<file path="config.mk">
export PLATFORM = sky130hd
export DESIGN_NAME = rfu_exec_unit
export DESIGN_NICKNAME = d
export VERILOG_FILES = /design/src/rtl/rfu_pkg.sv /design/src/rtl/rfu_regfile.sv /design/src/rtl/rfu_alu.sv /design/src/rtl/rfu_serial_md.sv /design/src/rtl/rfu_exec_unit.sv
export SDC_FILE = /design/constraint.sdc
export NUM_CORES = 2
export LEC_CHECK = 0
export BUFFER_PORTS_ARGS = -buffer_cell sky130_fd_sc_hd__buf_2
export CAP_MARGIN = 30
export CORE_ASPECT_RATIO = 0.75
export CORE_UTILIZATION = 45
export CTS_CLUSTER_SIZE = 20
export DETAILED_ROUTE_END_ITERATION = 10
export PLACE_DENSITY = 0.7
export SYNTH_ARGS = -nofsm -noshare
export SYNTH_HDL_FRONTEND = slang
export SYNTH_SLANG_ARGS = --single-unit
</file>
<file path="constraint.sdc">
create_clock -name clk -period 7.7 [get_ports clk]
set_input_delay 0.77 -clock clk [delete_from_list [all_inputs] [get_ports clk]]
set_output_delay 0.77 -clock clk [all_outputs]
set_load 0.05 [all_outputs]
</file>
<file path="src/rtl/rfu_pkg.sv">
package rfu_pkg;

    typedef enum logic [4:0] {
        OP_NOP    = 5'd0,
        OP_LOAD   = 5'd1,
        OP_MOV    = 5'd2,
        OP_ADD    = 5'd3,
        OP_SUB    = 5'd4,
        OP_MUL    = 5'd5,
        OP_DIV    = 5'd6,
        OP_REM3   = 5'd7,
        OP_REML   = 5'd8,
        OP_AND    = 5'd9,
        OP_OR     = 5'd10,
        OP_XOR    = 5'd11,
        OP_SHL    = 5'd12,
        OP_SHR    = 5'd13,
        OP_NOT    = 5'd14,
        OP_FLAGRD = 5'd15,
        OP_SPL8   = 5'd16,
        OP_SPL4   = 5'd17,
        OP_CMB8   = 5'd18,
        OP_CMB4   = 5'd19
    } op_e;

    typedef struct packed {
        logic err;
        logic carry;
        logic zero;
    } flags_t;

    function automatic logic is_serial(op_e o);
        return (o == OP_MUL) || (o == OP_DIV) || (o == OP_REM3);
    endfunction

    function automatic logic fast_sets_flags(op_e o);
        case (o)
            OP_ADD, OP_SUB, OP_AND, OP_OR, OP_XOR,
            OP_SHL, OP_SHR, OP_NOT: return 1'b1;
            default:                return 1'b0;
        endcase
    endfunction

endpackage

</file>
<file path="src/rtl/rfu_regfile.sv">
module rfu_regfile #(
    parameter int DATA_W = 32,
    parameter int NREG   = 8,
    localparam int IDX_W = $clog2(NREG)
) (
    input  logic              clk,
    input  logic              rst,
    input  logic [IDX_W-1:0]  ra_idx,
    input  logic [IDX_W-1:0]  rb_idx,
    input  logic [IDX_W-1:0]  rdbg_idx,
    output logic [DATA_W-1:0] ra_data,
    output logic [DATA_W-1:0] rb_data,
    output logic [DATA_W-1:0] rdbg_data,
    input  logic              we0,
    input  logic [IDX_W-1:0]  wi0,
    input  logic [DATA_W-1:0] wd0,
    input  logic              we1,
    input  logic [IDX_W-1:0]  wi1,
    input  logic [DATA_W-1:0] wd1
);
    logic [DATA_W-1:0] cells [NREG];

    for (genvar g = 0; g < NREG; g++) begin : g_cell
        logic [DATA_W-1:0] q;
        // port 0 wins when both ports target the same register
        always_ff @(posedge clk) begin
            if (rst)
                q <= '0;
            else if (we0 && wi0 == IDX_W'(g))
                q <= wd0;
            else if (we1 && wi1 == IDX_W'(g))
                q <= wd1;
        end
        assign cells[g] = q;
    end

    assign ra_data   = cells[ra_idx];
    assign rb_data   = cells[rb_idx];
    assign rdbg_data = cells[rdbg_idx];
endmodule

</file>
<file path="src/rtl/rfu_alu.sv">
module rfu_alu
    import rfu_pkg::*;
#(
    parameter int DATA_W = 32
) (
    input  op_e               op,
    input  logic [DATA_W-1:0] a,
    input  logic [DATA_W-1:0] b,
    output logic [DATA_W-1:0] res,
    output logic [DATA_W-1:0] res_hi,
    output logic              carry
);
    localparam int SH_W = $clog2(DATA_W);

    logic [DATA_W:0]   wide_sum;
    logic [SH_W-1:0]   sh_amt;

    assign wide_sum = {1'b0, a} + {1'b0, b};
    assign sh_amt   = b[SH_W-1:0];

    always_comb begin
        res    = '0;
        res_hi = '0;
        carry  = 1'b0;
        case (op)
            OP_LOAD: res = b;
            OP_MOV:  res = a;
            OP_ADD: begin
                res   = wide_sum[DATA_W-1:0];
                carry = wide_sum[DATA_W];
            end
            OP_SUB: begin
                res   = a - b;
                carry = (a < b);
            end
            OP_AND:  res = a & b;
            OP_OR:   res = a | b;
            OP_XOR:  res = a ^ b;
            OP_SHL:  res = a << sh_amt;
            OP_SHR:  res = a >> sh_amt;
            OP_NOT:  res = ~a;
            OP_SPL8: begin
                res_hi = DATA_W'(a[15:8]);
                res    = DATA_W'(a[7:0]);
            end
            OP_SPL4: begin
                res_hi = DATA_W'(a[7:4]);
                res    = DATA_W'(a[3:0]);
            end
            OP_CMB8: res = DATA_W'({a[7:0], b[7:0]});
            OP_CMB4: res = DATA_W'({a[3:0], b[3:0]});
            default: res = '0;
        endcase
    end
endmodule

</file>
<file path="src/rtl/rfu_serial_md.sv">
module rfu_serial_md #(
    parameter int DATA_W = 32
) (
    input  logic              clk,
    input  logic              rst,
    input  logic              go,
    input  logic              div_mode,
    input  logic [DATA_W-1:0] opa,
    input  logic [DATA_W-1:0] opb,
    output logic              fin,
    output logic [DATA_W-1:0] quot_prod,
    output logic [DATA_W-1:0] remainder
);
    localparam int CNT_W = $clog2(DATA_W);

    logic              run;
    logic              mode_div;
    logic [CNT_W-1:0]  cnt;
    logic [DATA_W-1:0] x, y, acc;
    logic [DATA_W-1:0] x_n, y_n, acc_n;
    logic [DATA_W:0]   shifted, trial;
    logic              fits;

    // one restoring-division or shift-add step per cycle
    always_comb begin
        shifted = {acc, x[DATA_W-1]};
        trial   = shifted - {1'b0, y};
        fits    = ~trial[DATA_W];
        if (mode_div) begin
            acc_n = fits ? trial[DATA_W-1:0] : shifted[DATA_W-1:0];
            x_n   = {x[DATA_W-2:0], fits};
            y_n   = y;
        end else begin
            acc_n = x[0] ? acc + y : acc;
            x_n   = x >> 1;
            y_n   = y << 1;
        end
    end

    always_ff @(posedge clk) begin
        if (rst) begin
            run      <= 1'b0;
            fin      <= 1'b0;
            mode_div <= 1'b0;
            cnt      <= '0;
            x        <= '0;
            y        <= '0;
            acc      <= '0;
        end else begin
            fin <= 1'b0;
            if (go) begin
                run      <= 1'b1;
                mode_div <= div_mode;
                cnt      <= '0;
                x        <= opa;
                y        <= opb;
                acc      <= '0;
            end else if (run) begin
                x   <= x_n;
                y   <= y_n;
                acc <= acc_n;
                cnt <= cnt + 1'b1;
                if (cnt == CNT_W'(DATA_W - 1)) begin
                    run <= 1'b0;
                    fin <= 1'b1;
                end
            end
        end
    end

    assign quot_prod = mode_div ? x : acc;
    assign remainder = acc;

    assert_fin_single_R5: assert property (@(posedge clk) disable iff (rst)
        fin |=> !fin);

    assert_no_restart_R13: assert property (@(posedge clk) disable iff (rst)
        run |-> !go);
endmodule

</file>
<file path="src/rtl/rfu_exec_unit.sv">
module rfu_exec_unit
    import rfu_pkg::*;
#(
    parameter int DATA_W = 32,
    parameter int NREG   = 8,
    parameter int IMM_W  = 27,
    localparam int IDX_W = $clog2(NREG)
) (
    input  logic              clk,
    input  logic              rst,
    input  logic              start,
    input  logic [4:0]        op,
    input  logic [IDX_W-1:0]  src_a_idx,
    input  logic [IDX_W-1:0]  src_b_idx,
    input  logic [IDX_W-1:0]  dst_idx,
    input  logic              use_imm,
    input  logic [IMM_W-1:0]  imm,
    input  logic [IDX_W-1:0]  dbg_idx,
    output logic [DATA_W-1:0] dbg_data,
    output logic [2:0]        flags,
    output logic              busy,
    output logic              done
);
    op_e               op_c;
    logic [DATA_W-1:0] ra, rb, opnd2, imm_ext;
    logic [DATA_W-1:0] alu_res, alu_hi;
    logic              alu_carry;
    logic              accept, fast_go, seq_go;
    logic              seq_fin;
    logic [DATA_W-1:0] seq_q, seq_r, seq_res;
    logic              we0, we1;
    logic [IDX_W-1:0]  wi0, wi1;
    logic [DATA_W-1:0] wd0, wd1;

    flags_t            flags_q;
    logic [DATA_W-1:0] rem_q;
    logic              busy_q, done_q;
    op_e               pend_op;
    logic [IDX_W-1:0]  pend_dst;
    logic              pend_zero;

    assign op_c    = op_e'(op);
    assign imm_ext = DATA_W'(imm);
    assign opnd2   = (use_imm || op_c == OP_LOAD) ? imm_ext : rb;
    assign accept  = start && !busy_q;
    assign seq_go  = accept && is_serial(op_c);
    assign fast_go = accept && !is_serial(op_c);
    assign seq_res = (pend_op == OP_REM3) ? seq_r : seq_q;

    rfu_regfile #(.DATA_W(DATA_W), .NREG(NREG)) u_rf (
        .clk(clk), .rst(rst),
        .ra_idx(src_a_idx), .rb_idx(src_b_idx), .rdbg_idx(dbg_idx),
        .ra_data(ra), .rb_data(rb), .rdbg_data(dbg_data),
        .we0(we0), .wi0(wi0), .wd0(wd0),
        .we1(we1), .wi1(wi1), .wd1(wd1)
    );

    rfu_alu #(.DATA_W(DATA_W)) u_alu (
        .op(op_c), .a(ra), .b(opnd2),
        .res(alu_res), .res_hi(alu_hi), .carry(alu_carry)
    );

    rfu_serial_md #(.DATA_W(DATA_W)) u_md (
        .clk(clk), .rst(rst), .go(seq_go),
        .div_mode(op_c != OP_MUL),
        .opa(ra), .opb(opnd2),
        .fin(seq_fin), .quot_prod(seq_q), .remainder(seq_r)
    );

    // write-port steering
    always_comb begin
        we0 = 1'b0;
        wi0 = dst_idx;
        wd0 = alu_res;
        we1 = 1'b0;
        wi1 = src_b_idx;
        wd1 = alu_hi;
        if (busy_q && seq_fin) begin
            we0 = 1'b1;
            wi0 = pend_dst;
            wd0 = seq_res;
        end else if (fast_go) begin
            case (op_c)
                OP_LOAD, OP_MOV, OP_ADD, OP_SUB, OP_AND, OP_OR, OP_XOR,
                OP_SHL, OP_SHR, OP_CMB8, OP_CMB4: we0 = 1'b1;
                OP_NOT: begin
                    we0 = 1'b1;
                    wi0 = src_a_idx;
                end
                OP_REML: begin
                    we0 = 1'b1;
                    wd0 = rem_q;
                end
                OP_FLAGRD: begin
                    we0 = 1'b1;
                    wd0 = DATA_W'(flags_q);
                end
                OP_SPL8, OP_SPL4: begin
                    we0 = 1'b1;
                    we1 = 1'b1;
                end
                default: we0 = 1'b0;
            endcase
        end
    end

    always_ff @(posedge clk) begin
        if (rst) begin
            flags_q   <= '0;
            rem_q     <= '0;
            busy_q    <= 1'b0;
            done_q    <= 1'b0;
            pend_op   <= OP_NOP;
            pend_dst  <= '0;
            pend_zero <= 1'b0;
        end else begin
            done_q <= 1'b0;
            if (busy_q && seq_fin) begin
                busy_q        <= 1'b0;
                done_q        <= 1'b1;
                flags_q.zero  <= (seq_res == '0);
                flags_q.carry <= 1'b0;
                flags_q.err   <= pend_zero;
                if (pend_op != OP_MUL && !pend_zero)
                    rem_q <= seq_r;
            end else if (seq_go) begin
                busy_q    <= 1'b1;
                pend_op   <= op_c;
                pend_dst  <= dst_idx;
                pend_zero <= (op_c != OP_MUL) && (opnd2 == '0);
            end else if (fast_go) begin
                done_q <= 1'b1;
                if (fast_sets_flags(op_c)) begin
                    flags_q.zero  <= (alu_res == '0);
                    flags_q.carry <= alu_carry;
                    flags_q.err   <= 1'b0;
                end
            end
        end
    end

    assign flags = flags_q;
    assign busy  = busy_q;
    assign done  = done_q;

    assert_fast_done_R2: assert property (@(posedge clk) disable iff (rst)
        fast_go |=> done && !busy);

    assert_serial_done_R5: assert property (@(posedge clk) disable iff (rst)
        (busy_q && seq_fin) |=> done && !busy);

    assert_busy_held_R13: assert property (@(posedge clk) disable iff (rst)
        (busy_q && !seq_fin) |=> busy_q && !done);

    assert_div0_latch_R8: assert property (@(posedge clk) disable iff (rst)
        (busy_q && seq_fin && pend_zero) |=> $stable(rem_q) && flags[2]);
endmodule

</file>
==> flow_summary.rst <==
.. list-table::
   :header-rows: 1

   * - Metric
     - Value
   * - Root buffer selected by CTS
     - clkbuf_16
   * - Seq/Total Area, Yosys
     - 0.224
   * - Number of placed instances with taps included
     - 5506
   * - Unrepaired setup endpoints after global routing
     - no
   * - Number of DRC violations after detailed routing
     - 0
   * - Family of cells with the greatest summed delay on the critical path
     - compound AO/OA/AOI/OAI gates
   * - Status
     - finished, final reports clean
   * - VDD IR-drop max
     - 149 uV
   * - Level count of the clock H-tree
     - 2
   * - Clock slew seen by the registers of the worst setup and hold paths
     - 70 ps
   * - Fmax achieved
     - 0.153 GHz
   * - Most frequent cells in the layout
     - 557 x nor2_1, 436 x nand2_1, 404 x a21oi_1, 404 x dfxtp_1, 216 x nand3_1
   * - CTS Hold Bufs
     - 0
   * - Antenna violations before repair
     - 8
   * - Horizontal die dimension
     - 330 microns
   * - Number of cells traversed by the worst register-to-register path
     - 21
   * - Max FO, Critical Path
     - 26
   * - Tot GR Track Use
     - 0.400
   * - Critical Path Source
     - op[0]
   * - Final cell utilization of the core
     - 0.502
   * - End point of the critical path
     - flags[0]$_SDFFE_PP0P_
   * - Yosys reg bits
     - 406
   * - # port buffers
     - 84
   * - Core area
     - 79300 sq um
   * - Number of violations of the max-capacitance limit
     - 0
   * - Detail-routed via count per cell
     - 6.94
   * - Die area
     - 81900 sq um
   * - Global placement routability congestion
     - 1.09
   * - Crit share post-route
     - 0.851
   * - # fillers
     - 7742
   * - Effective utilization at floorplan
     - 0.459
   * - Asr flop ratio synth
     - 0
   * - Post-route minimum period
     - 6550 ps
   * - TritonCTS clock tree
     - yes
   * - CP Buf/Inv Count
     - 3
   * - Die height
     - 248 microns
   * - Power consumption
     - 0.00601 W
   * - Synthesized netlist cell count
     - 4560
   * - Summed instance area of the synthesized netlist
     - 36400 sq um
   * - Insertion delay to the later sink of the worst-skew pair
     - 640 ps
   * - Number of antenna-violating nets in the routed design
     - 0
   * - Post-route worst setup slack
     - 1150 ps
   * - Post-synthesis net count
     - 4782
   * - Synthesis Warnings
     - 0
   * - Endpoint type of the worst setup path
     - register
   * - Clock Skew
     - 35.0 ps
   * - Number of distinct library cell variants in the gate-level netlist after synthesis
     - 110
   * - Placement row count
     - 89
   * - Worst Path Required
     - 8270 ps
   * - Clock sink count
     - 406
   * - Most common flop cell mapped by yosys
     - dfxtp_1
   * - WL/cell
     - 30.0 microns
   * - Slew margin rel.
     - 0.270
   * - Detailed placement HPWL
     - 125 mm
   * - Clock Path Buffers
     - 3
   * - Overall overflow remaining after global route
     - 0
   * - Beginning of the worst register-to-register path
     - u_rf.g_cell[1].q[3]$_SDFFE_PP0P_
   * - Vias after detailed routing
     - 38900
   * - Drt first pass iters
     - 7
   * - Pre-CTS WS
     - 801 ps
   * - Most common cell after layout, fill and taps aside
     - nor2_1
   * - Total Routed Length
     - 168 mm
   * - Slowest cell on the critical path
     - a21o_2
   * - Final hold violations
     - 0
   * - Number of global-route vias before repair
     - 34600
   * - Cell depth of the worst setup path
     - 21
   * - Crit Reg-Reg Endpoint
     - u_rf.g_cell[6].q[29]$_SDFFE_PP0P_
   * - Non-filler instance count after layout
     - 5601
   * - Setup TNS
     - 0 ps
   * - # nets final
     - 4737
   * - Pwr/cell area
     - 151 nW/um^2
   * - Mean instance size in the synthesized netlist
     - 7.97 sq um
   * - Wire length of the first global-routing pass
     - 243 mm
   * - Min-Delay Startpoint
     - dst_idx[1]
   * - Leak pwr
     - 15.4 nW
   * - Cts repair resizes
     - 0
   * - Layout overhead on the synthesized area
     - 9.50%
   * - Largest net degree at the start of global routing
     - 87
   * - Sort of element at the start of the critical path
     - primary input
   * - Number of flops mapped to enable cells by yosys
     - 0
   * - Worst-margin pin slew
     - 1090 ps
   * - Dominant cell type by count on the critical path
     - a21oi_1
   * - Total setup violations reported at the end of the flow
     - 0
   * - Num CTS Buffers
     - 46
   * - Worst-path cell chain
     - buf_2 > nor2b_1 > a21o_2 > buf_4 > a21oi_1 > a21oi_1 > ha_1 > a21oi_1 > o21ai_0 > a41o_1 > a211o_1 > a31oi_1 > o21ai_0 > a221oi_1 > o221ai_1 > nor2_1 > nand4_1 > nor4_1 > buf_4 > nand4_1 > o21ai_1
   * - Hold Crit Class
     - primary input to register
   * - CP Class
     - primary input to register
   * - Setup bufs post-CTS
     - 0
   * - Worst R2R Setup Slack
     - 1820 ps
   * - Final slew viol count
     - 0
   * - CP peak stage delay
     - 700 ps
   * - WP data arrival
     - 7130 ps
   * - Ratio of cells with drive above 1 in the final layout
     - 0.155
   * - Drt initial violations
     - 5614
   * - IO Count
     - 85
## registers in the layout, indices dropped and copies added (netlist names)
name,flops
busy,1
done,1
flags,3
pend_dst,3
pend_op,5
pend_zero,1
rem_q,32
u_md.cnt,5
u_md.fin,1
u_md.mode_div,1
u_md.remainder,32
u_md.run,1
u_md.x,32
u_md.y,32
u_rf.g_cell.q,256
## power by group
part           leakage (nW)  switching (W)  internal, W
clock network         0.809        0.00103      0.00143
logic                  11.3       0.000939     0.000446
registers              3.28      0.0000342      0.00213
total                  15.4        0.00200      0.00400
## area by class of cell
type | instances | area (sq um) | share of cell area
Multi-Input combinational cell | 3632 | 26200 | 0.659
Timing Repair Buffer | 266 | 1880 | 0.0472
Antenna cell | 5 | 12.5 | 0.000314
Clock buffer | 65 | 1340 | 0.0337
Sequential cell | 406 | 8130 | 0.204
Tap cell | 1046 | 1310 | 0.0329
Inverter | 163 | 617 | 0.0155
Clock inverter | 18 | 303 | 0.00761
## worst min path at each step
stage | endpoint | slack, ps | depth (start not counted)
4_1_cts | pend_dst[1]$_SDFFE_PP0P_ | 370 | 3
5_1_grt | pend_dst[1]$_SDFFE_PP0P_ | 420 | 3
6_report | pend_dst[1]$_SDFFE_PP0P_ | 400 | 3
3_3_place_gp | pend_op[3]$_SDFFE_PP0P_ | 440 | 1
3_5_place_dp | rem_q[24]$_SDFFE_PP0P_ | 440 | 2
2_1_floorplan | pend_op[3]$_SDFFE_PP0P_ | 430 | 1
## logic make-up after synthesis
logic type      count (synthesis)  synth area share
buf+inv                       522            0.0595
fa+ha+maj                     174            0.0605
xor+xnor                       63            0.0154
simple gates                 1514             0.184
mux                           480             0.200
flops                         406             0.224
compound gates               1401             0.258
## metal layers
| metal | track usage | routed length [microns] | vias to the layer above |
|---|---|---|---|
| met5 | 0 | 64 | - |
| met4 | 0.152 | 6800 | 10 |
| met3 | 0.129 | 23400 | 388 |
| met2 | 0.539 | 66000 | 2732 |
| met1 | 0.581 | 71500 | 18800 |
| li1 | - | - | 17000 |
## synth_stat cells, types with 43 or more instances
cell type	count	area, sq um
nand2_1	446	1670
a31oi_1	82	513
ha_1	171	2140
o22ai_1	43	269
nand3_1	219	1100
mux4_2	181	4080
clkbuf_1	256	961
o21ai_0	155	776
a221oi_1	44	385
nor2_1	564	2120
a21o_1	52	390
mux2_2	76	856
inv_1	155	582
dfxtp_1	406	8130
a211oi_1	207	1550
nor3_1	81	405
a21oi_1	406	2030
o21a_1	80	601
mux2i_1	203	2030
## stage by stage
step | hold slack, ps | instance area (sq um)
final | 399 | 39800
after global routing | 420 | 39800
after CTS | 373 | 39700
after detailed placement | 443 | 38100
after global placement | 442 | 38000
after floorplan | 431 | 36400
## worst min-delay path: cells and delay by family
kind,cells,cell delay (ps)
compound gates,1,50
simple gates,1,50
buf+inv,1,110
Note: power is estimated with default switching activity, not from simulation.
